**src/rtl/aclink_rx_pkg.sv**
```systemverilog
package aclink_rx_pkg;

  // Default geometry of one input frame on the link
  localparam int unsigned DEF_TAG_W   = 16;
  localparam int unsigned DEF_SLOT_W  = 20;
  localparam int unsigned DEF_N_SLOTS = 12;
  localparam int unsigned DEF_FIELD_W = 16;
  localparam int unsigned DEF_IDX_W   = 7;
  localparam int unsigned DEF_ID_W    = 3;

  // Position of the framer inside a frame
  typedef enum logic [1:0] {
    PH_IDLE = 2'd0,
    PH_TAG  = 2'd1,
    PH_SLOT = 2'd2
  } phase_e;

endpackage

```
**src/rtl/aclink_rx_framer.sv**
```systemverilog
module aclink_rx_framer
  import aclink_rx_pkg::*;
#(
  parameter int unsigned TAG_W   = DEF_TAG_W,
  parameter int unsigned SLOT_W  = DEF_SLOT_W,
  parameter int unsigned N_SLOTS = DEF_N_SLOTS,
  localparam int unsigned BIT_W  = $clog2((TAG_W > SLOT_W) ? TAG_W : SLOT_W),
  localparam int unsigned SNUM_W = $clog2(N_SLOTS + 1)
) (
  input  logic              clk,
  input  logic              rst_n,
  input  logic              sync,
  output logic              bit_take,
  output logic              tag_end,
  output logic              slot_end,
  output logic [SNUM_W-1:0] slot_num
);

  phase_e              ph_q, ph_d;
  logic [BIT_W-1:0]    bit_q, bit_d;
  logic [SNUM_W-1:0]   sn_q, sn_d;
  logic                sync_q;
  logic                sync_rise;

  assign sync_rise = sync & ~sync_q;
  assign slot_num  = sn_q;

  // Next-state: a SYNC rise wins over everything and arms the tag phase
  always_comb begin
    ph_d     = ph_q;
    bit_d    = bit_q;
    sn_d     = sn_q;
    bit_take = 1'b0;
    tag_end  = 1'b0;
    slot_end = 1'b0;
    if (sync_rise) begin
      ph_d  = PH_TAG;
      bit_d = '0;
      sn_d  = '0;
    end else begin
      case (ph_q)
        PH_TAG: begin
          bit_take = 1'b1;
          if (bit_q == BIT_W'(TAG_W - 1)) begin
            tag_end = 1'b1;
            ph_d    = PH_SLOT;
            bit_d   = '0;
            sn_d    = SNUM_W'(1);
          end else begin
            bit_d = bit_q + BIT_W'(1);
          end
        end
        PH_SLOT: begin
          bit_take = 1'b1;
          if (bit_q == BIT_W'(SLOT_W - 1)) begin
            slot_end = 1'b1;
            bit_d    = '0;
            if (sn_q == SNUM_W'(N_SLOTS)) begin
              ph_d = PH_IDLE;
              sn_d = '0;
            end else begin
              sn_d = sn_q + SNUM_W'(1);
            end
          end else begin
            bit_d = bit_q + BIT_W'(1);
          end
        end
        default: ;
      endcase
    end
  end

  always_ff @(negedge clk or negedge rst_n) begin
    if (!rst_n) begin
      ph_q   <= PH_IDLE;
      bit_q  <= '0;
      sn_q   <= '0;
      sync_q <= 1'b0;
    end else begin
      ph_q   <= ph_d;
      bit_q  <= bit_d;
      sn_q   <= sn_d;
      sync_q <= sync;
    end
  end


  slot_range_chk: assert property (@(negedge clk) disable iff (!rst_n)
    (ph_q == PH_SLOT) |-> (sn_q != '0 && sn_q <= SNUM_W'(N_SLOTS)));


  bit_range_chk: assert property (@(negedge clk) disable iff (!rst_n)
    (ph_q == PH_TAG) |-> (bit_q <= BIT_W'(TAG_W - 1)));

endmodule

```
**src/rtl/aclink_rx_shift.sv**
```systemverilog
module aclink_rx_shift #(
  parameter int unsigned W = 20
) (
  input  logic         clk,
  input  logic         rst_n,
  input  logic         shift_en,
  input  logic         din,
  output logic [W-1:0] word
);

  logic [W-2:0] sr_q, sr_d;

  // The word seen by the decoder already includes the bit sampled this edge
  assign word = {sr_q, din};

  always_comb begin
    sr_d = sr_q;
    if (shift_en) sr_d = {sr_q[W-3:0], din};
  end

  always_ff @(negedge clk or negedge rst_n) begin
    if (!rst_n) sr_q <= '0;
    else        sr_q <= sr_d;
  end

endmodule

```
**src/rtl/aclink_rx_decode.sv**
```systemverilog
module aclink_rx_decode
  import aclink_rx_pkg::*;
#(
  parameter int unsigned TAG_W   = DEF_TAG_W,
  parameter int unsigned SLOT_W  = DEF_SLOT_W,
  parameter int unsigned N_SLOTS = DEF_N_SLOTS,
  parameter int unsigned FIELD_W = DEF_FIELD_W,
  parameter int unsigned IDX_W   = DEF_IDX_W,
  parameter int unsigned ID_W    = DEF_ID_W,
  localparam int unsigned SNUM_W = $clog2(N_SLOTS + 1)
) (
  input  logic               clk,
  input  logic               rst_n,
  input  logic               tag_end,
  input  logic               slot_end,
  input  logic [SNUM_W-1:0]  slot_num,
  input  logic [SLOT_W-1:0]  word,
  output logic               codec_ready,
  output logic [N_SLOTS-1:0] slot_valid,
  output logic [ID_W-1:0]    codec_id,
  output logic               reg_stb,
  output logic               reg_rw,
  output logic [IDX_W-1:0]   reg_idx,
  output logic [FIELD_W-1:0] reg_data,
  output logic               pcm_stb,
  output logic [FIELD_W-1:0] pcm_left,
  output logic [FIELD_W-1:0] pcm_right
);

  localparam logic [SNUM_W-1:0] SN_ADDR  = SNUM_W'(1);
  localparam logic [SNUM_W-1:0] SN_DATA  = SNUM_W'(2);
  localparam logic [SNUM_W-1:0] SN_LEFT  = SNUM_W'(3);
  localparam logic [SNUM_W-1:0] SN_RIGHT = SNUM_W'(4);

  logic               rdy_q, rdy_d;
  logic [N_SLOTS-1:0] vld_q, vld_d;
  logic [ID_W-1:0]    id_q, id_d;
  logic               rw_h_q, rw_h_d;
  logic [IDX_W-1:0]   idx_h_q, idx_h_d;
  logic [FIELD_W-1:0] left_h_q, left_h_d;
  logic               rstb_q, rstb_d;
  logic               rrw_q, rrw_d;
  logic [IDX_W-1:0]   ridx_q, ridx_d;
  logic [FIELD_W-1:0] rdat_q, rdat_d;
  logic               pstb_q, pstb_d;
  logic [FIELD_W-1:0] pl_q, pl_d;
  logic [FIELD_W-1:0] pr_q, pr_d;

  always_comb begin
    rdy_d    = rdy_q;
    vld_d    = vld_q;
    id_d     = id_q;
    rw_h_d   = rw_h_q;
    idx_h_d  = idx_h_q;
    left_h_d = left_h_q;
    rstb_d   = 1'b0;
    rrw_d    = rrw_q;
    ridx_d   = ridx_q;
    rdat_d   = rdat_q;
    pstb_d   = 1'b0;
    pl_d     = pl_q;
    pr_d     = pr_q;
    if (tag_end) begin
      rdy_d = word[TAG_W-1];
      for (int k = 0; k < N_SLOTS; k++) vld_d[k] = word[TAG_W-2-k];
      id_d = word[ID_W-1:0];
    end
    if (slot_end) begin
      case (slot_num)
        SN_ADDR: begin
          rw_h_d  = word[SLOT_W-1];
          idx_h_d = word[SLOT_W-2 -: IDX_W];
        end
        SN_DATA: begin
          if (rdy_q && vld_q[0] && vld_q[1]) begin
            rstb_d = 1'b1;
            rrw_d  = rw_h_q;
            ridx_d = idx_h_q;
            rdat_d = word[SLOT_W-1 -: FIELD_W];
          end
        end
        SN_LEFT: left_h_d = word[SLOT_W-1 -: FIELD_W];
        SN_RIGHT: begin
          if (rdy_q && vld_q[2] && vld_q[3]) begin
            pstb_d = 1'b1;
            pl_d   = left_h_q;
            pr_d   = word[SLOT_W-1 -: FIELD_W];
          end
        end
        default: ;
      endcase
    end
  end

  always_ff @(negedge clk or negedge rst_n) begin
    if (!rst_n) begin
      rdy_q    <= 1'b0;
      vld_q    <= '0;
      id_q     <= '0;
      rw_h_q   <= 1'b0;
      idx_h_q  <= '0;
      left_h_q <= '0;
      rstb_q   <= 1'b0;
      rrw_q    <= 1'b0;
      ridx_q   <= '0;
      rdat_q   <= '0;
      pstb_q   <= 1'b0;
      pl_q     <= '0;
      pr_q     <= '0;
    end else begin
      rdy_q    <= rdy_d;
      vld_q    <= vld_d;
      id_q     <= id_d;
      rw_h_q   <= rw_h_d;
      idx_h_q  <= idx_h_d;
      left_h_q <= left_h_d;
      rstb_q   <= rstb_d;
      rrw_q    <= rrw_d;
      ridx_q   <= ridx_d;
      rdat_q   <= rdat_d;
      pstb_q   <= pstb_d;
      pl_q     <= pl_d;
      pr_q     <= pr_d;
    end
  end

  assign codec_ready = rdy_q;
  assign slot_valid  = vld_q;
  assign codec_id    = id_q;
  assign reg_stb     = rstb_q;
  assign reg_rw      = rrw_q;
  assign reg_idx     = ridx_q;
  assign reg_data    = rdat_q;
  assign pcm_stb     = pstb_q;
  assign pcm_left    = pl_q;
  assign pcm_right   = pr_q;


  rd_pulse_chk: assert property (@(negedge clk) disable iff (!rst_n)
    reg_stb |=> !reg_stb);


  rd_gate_chk: assert property (@(negedge clk) disable iff (!rst_n)
    reg_stb |-> (codec_ready && slot_valid[0] && slot_valid[1]));


  pcm_pulse_chk: assert property (@(negedge clk) disable iff (!rst_n)
    pcm_stb |=> !pcm_stb);


  pcm_gate_chk: assert property (@(negedge clk) disable iff (!rst_n)
    pcm_stb |-> (codec_ready && slot_valid[2] && slot_valid[3]));


  pcm_hold_chk: assert property (@(negedge clk) disable iff (!rst_n)
    !pcm_stb |-> ($stable(pcm_left) && $stable(pcm_right)));


  rd_hold_chk: assert property (@(negedge clk) disable iff (!rst_n)
    !reg_stb |-> ($stable(reg_data) && $stable(reg_idx) && $stable(reg_rw)));

endmodule

```
**src/rtl/aclink_rx_frame.sv**
```systemverilog
module aclink_rx_frame
  import aclink_rx_pkg::*;
#(
  parameter int unsigned TAG_W   = DEF_TAG_W,
  parameter int unsigned SLOT_W  = DEF_SLOT_W,
  parameter int unsigned N_SLOTS = DEF_N_SLOTS,
  parameter int unsigned FIELD_W = DEF_FIELD_W,
  parameter int unsigned IDX_W   = DEF_IDX_W,
  parameter int unsigned ID_W    = DEF_ID_W,
  localparam int unsigned SNUM_W = $clog2(N_SLOTS + 1)
) (
  input  logic               bit_clk,
  input  logic               rst_n,
  input  logic               sync,
  input  logic               sd_in,
  output logic               codec_ready,
  output logic [N_SLOTS-1:0] slot_valid,
  output logic [ID_W-1:0]    codec_id,
  output logic               reg_rd_stb,
  output logic               reg_rd_rw,
  output logic [IDX_W-1:0]   reg_rd_index,
  output logic [FIELD_W-1:0] reg_rd_data,
  output logic               pcm_stb,
  output logic [FIELD_W-1:0] pcm_left,
  output logic [FIELD_W-1:0] pcm_right
);

  logic [1:0]        rst_pipe_q;
  logic              rst_sn;
  logic              bit_take;
  logic              tag_end;
  logic              slot_end;
  logic [SNUM_W-1:0] slot_num;
  logic [SLOT_W-1:0] word;

  // Assert at once, release after two falling edges
  always_ff @(negedge bit_clk or negedge rst_n) begin
    if (!rst_n) rst_pipe_q <= 2'b00;
    else        rst_pipe_q <= {rst_pipe_q[0], 1'b1};
  end
  assign rst_sn = rst_pipe_q[1];

  aclink_rx_framer #(
    .TAG_W   (TAG_W),
    .SLOT_W  (SLOT_W),
    .N_SLOTS (N_SLOTS)
  ) i_framer (
    .clk      (bit_clk),
    .rst_n    (rst_sn),
    .sync     (sync),
    .bit_take (bit_take),
    .tag_end  (tag_end),
    .slot_end (slot_end),
    .slot_num (slot_num)
  );

  aclink_rx_shift #(
    .W (SLOT_W)
  ) i_shift (
    .clk      (bit_clk),
    .rst_n    (rst_sn),
    .shift_en (bit_take),
    .din      (sd_in),
    .word     (word)
  );

  aclink_rx_decode #(
    .TAG_W   (TAG_W),
    .SLOT_W  (SLOT_W),
    .N_SLOTS (N_SLOTS),
    .FIELD_W (FIELD_W),
    .IDX_W   (IDX_W),
    .ID_W    (ID_W)
  ) i_decode (
    .clk         (bit_clk),
    .rst_n       (rst_sn),
    .tag_end     (tag_end),
    .slot_end    (slot_end),
    .slot_num    (slot_num),
    .word        (word),
    .codec_ready (codec_ready),
    .slot_valid  (slot_valid),
    .codec_id    (codec_id),
    .reg_stb     (reg_rd_stb),
    .reg_rw      (reg_rd_rw),
    .reg_idx     (reg_rd_index),
    .reg_data    (reg_rd_data),
    .pcm_stb     (pcm_stb),
    .pcm_left    (pcm_left),
    .pcm_right   (pcm_right)
  );

endmodule

```
**config.mk**
```make
export PLATFORM = sky130hd
export DESIGN_NAME = aclink_rx_frame
export DESIGN_NICKNAME = d
export VERILOG_FILES = /design/src/rtl/aclink_rx_pkg.sv /design/src/rtl/aclink_rx_framer.sv /design/src/rtl/aclink_rx_shift.sv /design/src/rtl/aclink_rx_decode.sv /design/src/rtl/aclink_rx_frame.sv
export SDC_FILE = /design/constraint.sdc
export NUM_CORES = 1
export LEC_CHECK = 0
export BUFFER_PORTS_ARGS = -buffer_cell sky130_fd_sc_hd__buf_2
export CORE_UTILIZATION = 55
export DETAILED_ROUTE_END_ITERATION = 12
export HOLD_SLACK_MARGIN = 0.12
export MAX_ROUTING_LAYER = met4
export PLACE_DENSITY = 0.86
export SYNTH_ARGS = -nofsm -noshare
export SYNTH_HDL_FRONTEND = slang
export SYNTH_SLANG_ARGS = --single-unit
```
**constraint.sdc**
```tcl
create_clock -name bit_clk -period 4.9 [get_ports bit_clk]
set_input_delay 0.245 -clock bit_clk [delete_from_list [all_inputs] [get_ports bit_clk]]
set_output_delay 0.245 -clock bit_clk [all_outputs]
set_load 0.01 [all_outputs]
```
==> results.py, run 1 <==
metrics = {
    "run_status": {
        "status": "completed",
    },
    "placement": {
        "pre_cts_ws_ps": 578.3,
        "place_area_sq_um": 5787,
        "numPortBuffers": 77,
        "dp_cells": 540,
        "gp_congestion": 0.8186,
        "hpwl_mm": 6.550,
    },
    "timing": {
        "grt_setup_unrepaired": "no",
        "relSlewSlack_pct": 45.44,
        "tns_ps": 0,
        "worstMarginPinSlew_ps": 818.3,
        "report.final.slew_viol_count": 0,
        "finalHoldViolations": 0,
        "setup_slack_ps": 1004,
        "clock_skew_ps": 9.080,
        "setup_viol": 0,
    },
    "yosys": {
        "syn_inst": 342,
        "synth_area_sq_um": 5276,
        "synth_simple_gate_area_share_pct": 5.762,
        "synth_compound_area_share_pct": 2.419,
        "synth_nets": 355,
        "synth_mux_area_share_pct": 24.92,
        "avgSynthCellArea_sq_um": 15.43,
        "yosysUniqueCellTypes": 40,
        "synth_edf_count": 0,
        "synth-xor-area-share_pct": 0.1660,
        "ys_seq_elements": 131,
        "synth_fa_ha_area_share_pct": 2.134,
        "synth_ff_type": "dfrtn_1",
        "synthArstFlopShare_pct": 100.0,
        "synth_top_family_by_area": "multiplexers",
        "yosys_warnings": 0,
        "ys_seq_area_share_pct": 62.13,
    },
    "grt": {
        "grt_max_degree": 69,
        "grt_pass1_wl_mm": 16.66,
        "grt_pass1_vias": 3129,
        "grt_overflow": 0,
        "track_usage_pct": 23.16,
        "antenna_found_initial": 0,
    },
    "routing": {
        "vias_per_cell": 5.372,
        "drt-total-wl_mm": 10.28,
        "vias": 3073,
        "drc": 0,
        "ant_nets": 0,
        "drtIter0Drc": 125,
        "drt-pass1-iter-count": 4,
        "routedWlPerCell_microns": 17.97,
    },
    "critical_path": {
        "critical_path.endpoint_type": "flip-flop",
        "path_max_fanout": 33,
        "start_kind": "input pin",
        "cp.required_ps": 2730,
        "worst-setup-path-type": "in -> reg",
        "arrival_ps": 1730,
    },
    "power_and_ir_drop": {
        "p_total_uw": 3091,
        "p_leak_uw": 0.003427,
        "power_frac_seq_pct": 44.2,
        "peakVddDrop_mv": 0.2775,
        "combinationalPowerShare_pct": 15.5,
        "switching_share_pct": 29.19,
        "clkPwrFrac_pct": 40.3,
        "p_int_uw": 2189,
        "p_sw_uw": 902.3,
        "p_per_area_nw_per_um2": 485.0,
    },
    "cts": {
        "clkSinkCount": 131,
        "h-tree-depth": 4,
        "cts_tree": "done",
        "cts_hold_buf": 0,
        "postCtsSetupBuffers": 0,
        "cts_root_buf": "clkbuf_8",
        "cts.path.max_buffers": 2,
        "numCtsBuffers": 17,
        "clkTransAtPathRegs_ps": 50,
        "insertion_delay_ps": 440,
        "post_cts_resized": 0,
    },
    "min_path": {
        "hold_class": "reg -> reg",
    },
    "die": {
        "coreArea_sq_um": 9284,
        "die_area_sq_um": 9989,
        "die_h_microns": 99.95,
        "rows": 35,
        "io_pins": 78,
        "die_width_microns": 99.95,
        "floorplan.initialDensity_pct": 56.83,
    },
    "cells_and_area": {
        "fill_cells": 652,
        "syn_to_final_growth_pct": 20.80,
        "finalNonFillerCells": 572,
        "num_antenna_cells": 0,
        "finish.instance_area_sq_um": 6374,
        "drive_above_1_share_pct": 53.27,
        "finish.net_count": 443,
    },
    "run": {
        "max_cap_viol_count": 0,
    },
}
==> flip-flops by register name, indices dropped and copies added (netlist names), 2 cells and up <==
name and cells:
i_shift.sr_q 19, i_decode.left_h_q 16, i_decode.pcm_left 16, i_decode.pcm_right 16
i_decode.reg_data 16, i_decode.slot_valid 12, i_decode.idx_h_q 7, i_decode.reg_idx 7
i_framer.bit_q 5, i_framer.slot_num 4, i_decode.codec_id 3, i_framer.ph_q 2
rst_pipe_q 2
==> power groups by stage <==
stage	Clock [uW]	Combinational, uW	Sequential [uW]
global route	1310	528	1380
floorplan	0	363	1330
detailed placement	0	475	1380
finish	1250	480	1370
global placement	0	452	1370
CTS	1260	483	1360
==> kinds of logic (layout without fill, tap and decap cells) <==
logic type,count (synthesis),in the layout
AO/OA/AOI/OAI,19,19
multiplexers,117,117
adder cells (fa/ha/maj),9,9
XOR/XNOR,1,1
other,1,1
buffers and inverters,21,122
flip-flops,131,131
AND/OR/NAND/NOR,43,43
==> critical path, stage by stage <==
cell and delay, ps:
buf_2 110, nand2b_1 220, nand4b_4 230, nor3_4 280, buf_12 230, mux2_2 370
==> final timing paths <==
check                             startpoint                    end  slack, ps  cells after the start
hold / removal                 rst_pipe_q[0]          rst_pipe_q[1]        300                      0
setup reg to reg           i_framer.bit_q[0]   i_decode.pcm_left[0]       2570                      6
hold reg to reg                rst_pipe_q[0]          rst_pipe_q[1]        300                      0
setup / recovery                        sync   i_decode.pcm_left[0]       1000                      6
max in group asynchronous              rst_n          rst_pipe_q[0]       2860                      1
min in group asynchronous      rst_pipe_q[1]  i_decode.pcm_left[14]        390                      1
==> cell usage after synthesis, types with 2 or more instances <==
| cell type | instances | share of area, % |
|---|---|---|
| dfrtn_1 | 131 | 62 |
| mux2_2 | 114 | 24 |
| ha_1 | 9 | 2.1 |
| nor2_1 | 8 | 0.57 |
| inv_1 | 6 | 0.43 |
| nand3_1 | 6 | 0.57 |
| nor2b_1 | 6 | 0.71 |
| o21ai_0 | 6 | 0.57 |
| buf_6 | 5 | 1.1 |
| clkbuf_1 | 5 | 0.36 |
| nand2_1 | 5 | 0.36 |
| a22oi_1 | 3 | 0.43 |
| and3_1 | 3 | 0.36 |
| a21oi_1 | 2 | 0.19 |
| buf_2 | 2 | 0.19 |
| buf_4 | 2 | 0.28 |
| mux2i_1 | 2 | 0.38 |
| nand4_1 | 2 | 0.24 |
| nor3_4 | 2 | 0.62 |
| nor3b_1 | 2 | 0.28 |
| o2bb2ai_1 | 2 | 0.33 |
==> through the flow <==
step	hold WS, ps	utilization, %
CTS	303.9	68.65
finish	301.1	68.65
global placement	295.3	62.33
detailed placement	304.0	62.33
floorplan	291.7	-
global route	321.5	68.65
==> layout make-up <==
class | count | area (sq um) | area share (%)
Sequential cell | 131 | 3278 | 51.43
Inverter | 6 | 22.52 | 0.3534
Timing Repair Buffer | 84 | 450.4 | 7.067
Clock buffer | 18 | 417.9 | 6.557
Clock inverter | 14 | 168.9 | 2.650
Multi-Input combinational cell | 190 | 1874 | 29.41
Tap cell | 129 | 161.4 | 2.532
==> layout by cell type, fill, tap and decap left out, types with 2 or more instances in the layout <==
cell,n
a22oi_1,3
bufinv_16,2
clkbuf_16,16
o21ai_0,6
nor2_1,7
nor2b_1,6
ha_1,9
nand3_1,6
mux2_2,114
o2bb2ai_1,2
clkinv_4,4
inv_1,6
and3_1,3
nand2_1,5
nor3b_1,2
mux2i_1,2
inv_8,3
nor3_4,2
dfrtn_1,131
inv_6,4
nand4_1,2
buf_2,77
a21oi_1,2
buf_4,6
==> metal layers <==
metal | routed length (microns) | vias to the layer above | track usage [%]
li1 | - | 1405 | -
met1 | 4677 | 1581 | 30.73
met2 | 5047 | 77 | 35.07
met3 | 445 | 10 | 5.362
met4 | 107 | 0 | 8.824
met5 | 0 | - | -
Power figures use the tool's default switching activity.
==> inputs of run 2 (changes only) <==
Clock period 4.9 ns to 4 ns, I/O delays scaled along.
==> run 2 against run 1 <==
Net effect:
- non-clock buffer count is 1 higher
- global-route usage down 0.21 points
- utilization increased by 0.054 points
- count of clock-buffer cells in the layout shrank 1
- sequential share of layout area is essentially flat
- combinational power grew 22%
==> results.py, run 2 (same netlist as run 1, synthesis figures left out) <==
metrics = {
    "cells_and_area": {
        "num_antenna_cells": 0,
        "drive_above_1_share_pct": 53.60,
        "final_common_cell": "dfrtn_1",
        "finish.net_count": 444,
        "fill_cells": 654,
        "regArea_sq_um": 3278,
        "layout_common_cells": "dfrtn_1, mux2_2, buf_2",
        "syn_to_final_growth_pct": 20.89,
        "largest_register_ffs": 19,
        "multi_input_area_sq_um": 1874,
        "top_register": "i_shift.sr_q",
        "finalNonFillerCells": 573,
    },
    "cts": {
        "postCtsSetupBuffers": 0,
        "post_cts_resized": 0,
        "cts.path.max_buffers": 2,
        "cts_root_buf": "clkbuf_8",
        "clkTransAtPathRegs_ps": 50,
        "cts_tree": "done",
        "cts_hold_buf": 0,
        "insertion_delay_ps": 450,
        "clkSinkCount": 131,
        "h-tree-depth": 4,
        "numCtsBuffers": 17,
    },
    "power_and_ir_drop": {
        "combinationalPowerShare_pct": 15.8,
        "p_sw_uw": 1124,
        "clkPwrFrac_pct": 38.9,
        "p_total_uw": 3693,
        "p_leak_uw": 0.003420,
        "switching_share_pct": 30.44,
        "p_per_area_nw_per_um2": 579.0,
        "peakVddDrop_mv": 0.3731,
        "p_int_uw": 2569,
        "power_frac_seq_pct": 45.3,
    },
    "critical_path": {
        "crit_chain": "buf_2",
        "slowest_stage": "dfrtn_1",
        "critPathLaunch": "i_decode.codec_ready",
        "critical_path.endpoint_type": "output pin",
        "arrival_ps": 3090,
        "worst-setup-path-type": "reg -> out",
        "critPathBufInv": 1,
        "path_max_fanout": 5,
        "critPathTopFamily": "flip-flops",
        "cp.required_ps": 3800,
        "r2r-start": "i_framer.bit_q[0]",
        "cpPeakStageDelay_ps": 480,
        "start_kind": "flip-flop",
    },
    "routing": {
        "drt-pass1-iter-count": 4,
        "drtIter0Drc": 141,
        "vias": 3138,
        "drc": 0,
        "drt-total-wl_mm": 9.971,
        "ant_nets": 0,
        "routedWlPerCell_microns": 17.40,
        "vias_per_cell": 5.476,
    },
    "die": {
        "die_h_microns": 99.95,
        "coreArea_sq_um": 9284,
        "floorplan.initialDensity_pct": 56.83,
        "die_area_sq_um": 9989,
        "die_width_microns": 99.95,
        "rows": 35,
        "io_pins": 78,
    },
    "timing": {
        "worstMarginPinSlew_ps": 664.8,
        "tns_ps": 0,
        "finalHoldViolations": 0,
        "setup_viol": 0,
        "grt_setup_unrepaired": "no",
        "report.final.slew_viol_count": 0,
        "relSlewSlack_pct": 55.68,
        "clock_skew_ps": 8.736,
    },
    "placement": {
        "hpwl_mm": 6.454,
        "numPortBuffers": 77,
        "dp_cells": 541,
        "gp_congestion": 0.8503,
    },
    "grt": {
        "grt_pass1_wl_mm": 16.71,
        "grt_overflow": 0,
        "grt_max_degree": 130,
        "track_usage_pct": 22.95,
        "grt_pass1_vias": 3194,
        "antenna_found_initial": 0,
    },
    "run": {
        "max_cap_viol_count": 0,
    },
    "min_path": {
        "hold_class": "reg -> reg",
        "hold_start": "rst_pipe_q[0]",
    },
    "run_status": {
        "status": "completed",
    },
}
run 2: cell type report:
class / instances / share of cell area (%)
clock inverters: 15 / 2.275
well taps: 129 / 2.530
repair buffers: 85 / 7.572
multi-input cells: 190 / 29.38
flip-flops and latches: 131 / 51.39
inverters: 6 / 0.3531
clock buffers: 17 / 6.493
run 2: path summary, 6_finish.rpt:
kind	depth (start not counted)	to	slack [ps]
worst max-delay path	1	codec_ready	710
worst min-delay path	0	rst_pipe_q[1]	300
worst max register to register	6	i_decode.reg_data[1]	1730
worst min register to register	0	rst_pipe_q[1]	300
max in group asynchronous	1	rst_pipe_q[1]	2460
min in group asynchronous	1	i_decode.reg_data[0]	330
run 2: power by group through the flow:
| stage | registers [uW] | logic (uW) | clock network (uW) |
|---|---|---|---|
| detailed placement | 1690 | 576 | 0 |
| global route | 1700 | 645 | 1530 |
| CTS | 1670 | 592 | 1460 |
| finish | 1670 | 584 | 1440 |
| floorplan | 1630 | 445 | 0 |
| global placement | 1670 | 558 | 0 |
run 2: layer usage:
metal / GRT usage (%) / routed length (microns)
met3: 6.337 / 476
met5: - / 0
met4: 8.710 / 125
met1: 30.61 / 4602
met2: 33.79 / 4766
run 2: through the flow:
step                hold slack (ps)  instance area (sq um)  setup slack [ps]  util, %
floorplan                     291.7                   5276             161.6        -
global placement              297.4                   5819             311.1    62.68
detailed placement            296.1                   5819             288.9    62.68
CTS                           306.0                   6379             705.0    68.71
global route                  310.4                   6379             644.9    68.71
finish                        301.4                   6379             710.9    68.71
==> inputs of run 3 (changes only) <==
Settings changed: CORE_UTILIZATION 55 to 51, PLACE_DENSITY 0.86 to 0.84.
Clock period 4 ns to 2.7 ns, I/O delays scaled along.
==> run 3 against run 2 <==
Net effect:
- critical path depth unchanged
- global-route usage decreased by 0.47 points
- sequential power rose by 50%
- clock skew shrank 2.7 ps
- count of clock-buffer cells in the layout unchanged
- combinational power up 67%
- wire length up 8.1%
- highest routed layer unchanged
- worst hold slack lost 7.3 ps
- via count rose by 1.7%
- non-clock buffer count is 7 higher
- final cell count grew 1.9%
- sequential share of layout area fell by 1.2 points
==> results.py, run 3 (same netlist as run 1, synthesis figures left out) <==
metrics = {
    "cells_and_area": {
        "fill_cells": 702,
        "finalNonFillerCells": 584,
        "top_register": "i_shift.sr_q",
        "multi_input_area_sq_um": 1882,
        "finish.net_count": 451,
        "final_common_cell": "dfrtn_1",
        "drive_above_1_share_pct": 54.55,
        "num_antenna_cells": 0,
        "largest_register_ffs": 19,
        "layout_common_cells": "dfrtn_1, mux2_2, buf_2",
        "syn_to_final_growth_pct": 23.78,
        "regArea_sq_um": 3278,
    },
    "die": {
        "floorplan.initialDensity_pct": 53.24,
        "die_area_sq_um": 10760,
        "die_width_microns": 103.7,
        "coreArea_sq_um": 9910,
        "rows": 36,
        "io_pins": 78,
        "die_h_microns": 103.7,
    },
    "critical_path": {
        "r2r-start": "i_framer.bit_q[0]",
        "critPathTopFamily": "flip-flops",
        "cpPeakStageDelay_ps": 480,
        "start_kind": "flip-flop",
        "slowest_stage": "dfrtn_1",
        "worst-setup-path-type": "reg -> out",
        "critical_path.endpoint_type": "output pin",
        "cp.required_ps": 2570,
        "path_max_fanout": 5,
        "critPathBufInv": 1,
        "crit_chain": "buf_2",
        "critPathLaunch": "i_decode.codec_ready",
        "arrival_ps": 2450,
    },
    "routing": {
        "vias_per_cell": 5.462,
        "routedWlPerCell_microns": 18.46,
        "vias": 3190,
        "drc": 0,
        "drtIter0Drc": 126,
        "drt-pass1-iter-count": 4,
        "ant_nets": 0,
        "drt-total-wl_mm": 10.78,
    },
    "run_status": {
        "status": "completed",
    },
    "timing": {
        "grt_setup_unrepaired": "no",
        "clock_skew_ps": 6.071,
        "worstMarginPinSlew_ps": 984.8,
        "finalHoldViolations": 0,
        "relSlewSlack_pct": 34.35,
        "report.final.slew_viol_count": 0,
        "setup_viol": 0,
    },
    "min_path": {
        "hold_start": "rst_pipe_q[0]",
        "hold_class": "reg -> reg",
    },
    "grt": {
        "grt_overflow": 0,
        "grt_max_degree": 55,
        "track_usage_pct": 22.48,
        "antenna_found_initial": 0,
        "grt_pass1_wl_mm": 18.11,
        "grt_pass1_vias": 3394,
    },
    "cts": {
        "post_cts_resized": 0,
        "postCtsSetupBuffers": 0,
        "cts_tree": "done",
        "numCtsBuffers": 17,
        "clkSinkCount": 131,
        "h-tree-depth": 4,
        "cts_hold_buf": 0,
        "insertion_delay_ps": 450,
        "cts.path.max_buffers": 2,
        "clkTransAtPathRegs_ps": 50,
        "cts_root_buf": "clkbuf_8",
    },
    "power_and_ir_drop": {
        "p_total_uw": 5724,
        "peakVddDrop_mv": 0.5162,
        "p_per_area_nw_per_um2": 876.3,
        "p_leak_uw": 0.003446,
    },
    "placement": {
        "numPortBuffers": 77,
        "hpwl_mm": 6.794,
        "gp_congestion": 0.8661,
        "dp_cells": 552,
    },
    "run": {
        "max_cap_viol_count": 0,
    },
}
==> run 3: cell count changes in the layout (fill, tap and decap cells not counted), sizes merged <==
cell,previous run,this run
buf,85,92
bufinv,0,2
clkinv,4,2
clkinvlp,2,4
inv,15,13
==> run 3: power by group <==
group	internal, uW	total, uW	leakage (uW)	switching (uW)
Sequential	2200	2500	0.00178	303
Combinational	508	978	0.00139	470
Clock	1340	2240	0.000276	906
==> run 3: metrics by stage <==
| stage | TNS, ps | utilization (%) | setup WS (ps) | area [sq um] | hold WS [ps] |
|---|---|---|---|---|---|
| 2_1_floorplan | -146850 | - | -1138 | 5289 | 291.7 |
| 3_3_place_gp | -10030 | 60.01 | -126.3 | 5947 | 298.5 |
| 3_5_place_dp | -13620 | 60.01 | -185.3 | 5947 | 295.2 |
| 4_1_cts | 0 | 65.91 | 113.1 | 6531 | 295.2 |
| 5_1_grt | 0 | 65.91 | 91.13 | 6531 | 316.2 |
| 6_report | 0 | 65.91 | 112.2 | 6531 | 294.1 |
==> run 3: final cells by class <==
type	instances	share of cell area (%)
multi-input combinational	190	28.81
inverter	6	0.3448
clock buffer	17	6.341
sequential	131	50.19
tap	133	2.548
timing repair buffer	92	9.157
clock inverter	15	2.605
==> run 3: worst paths after layout <==
path                                               to  slack, ps  cells past startpoint
worst max-delay path                      codec_ready        110                      1
max in group asynchronous       i_decode.reg_data[11]       1500                      1
worst min-delay path                    rst_pipe_q[1]        290                      0
worst min register to register          rst_pipe_q[1]        290                      0
min in group asynchronous       i_decode.pcm_right[2]        360                      0
worst max register to register       i_framer.ph_q[1]        240                      8
==> run 3: layer usage <==
| layer | global-route usage, % | part of all wire (%) | routed length (microns) | vias to the layer above |
|---|---|---|---|---|
| met2 | 35.43 | 51 | 5457 | 101 |
| met5 | - | 0 | 0 | - |
| li1 | - | - | - | 1409 |
| met3 | 5.349 | 4.9 | 523 | 19 |
| met1 | 28.61 | 43 | 4613 | 1661 |
| met4 | 8.061 | 1.7 | 186 | 0 |
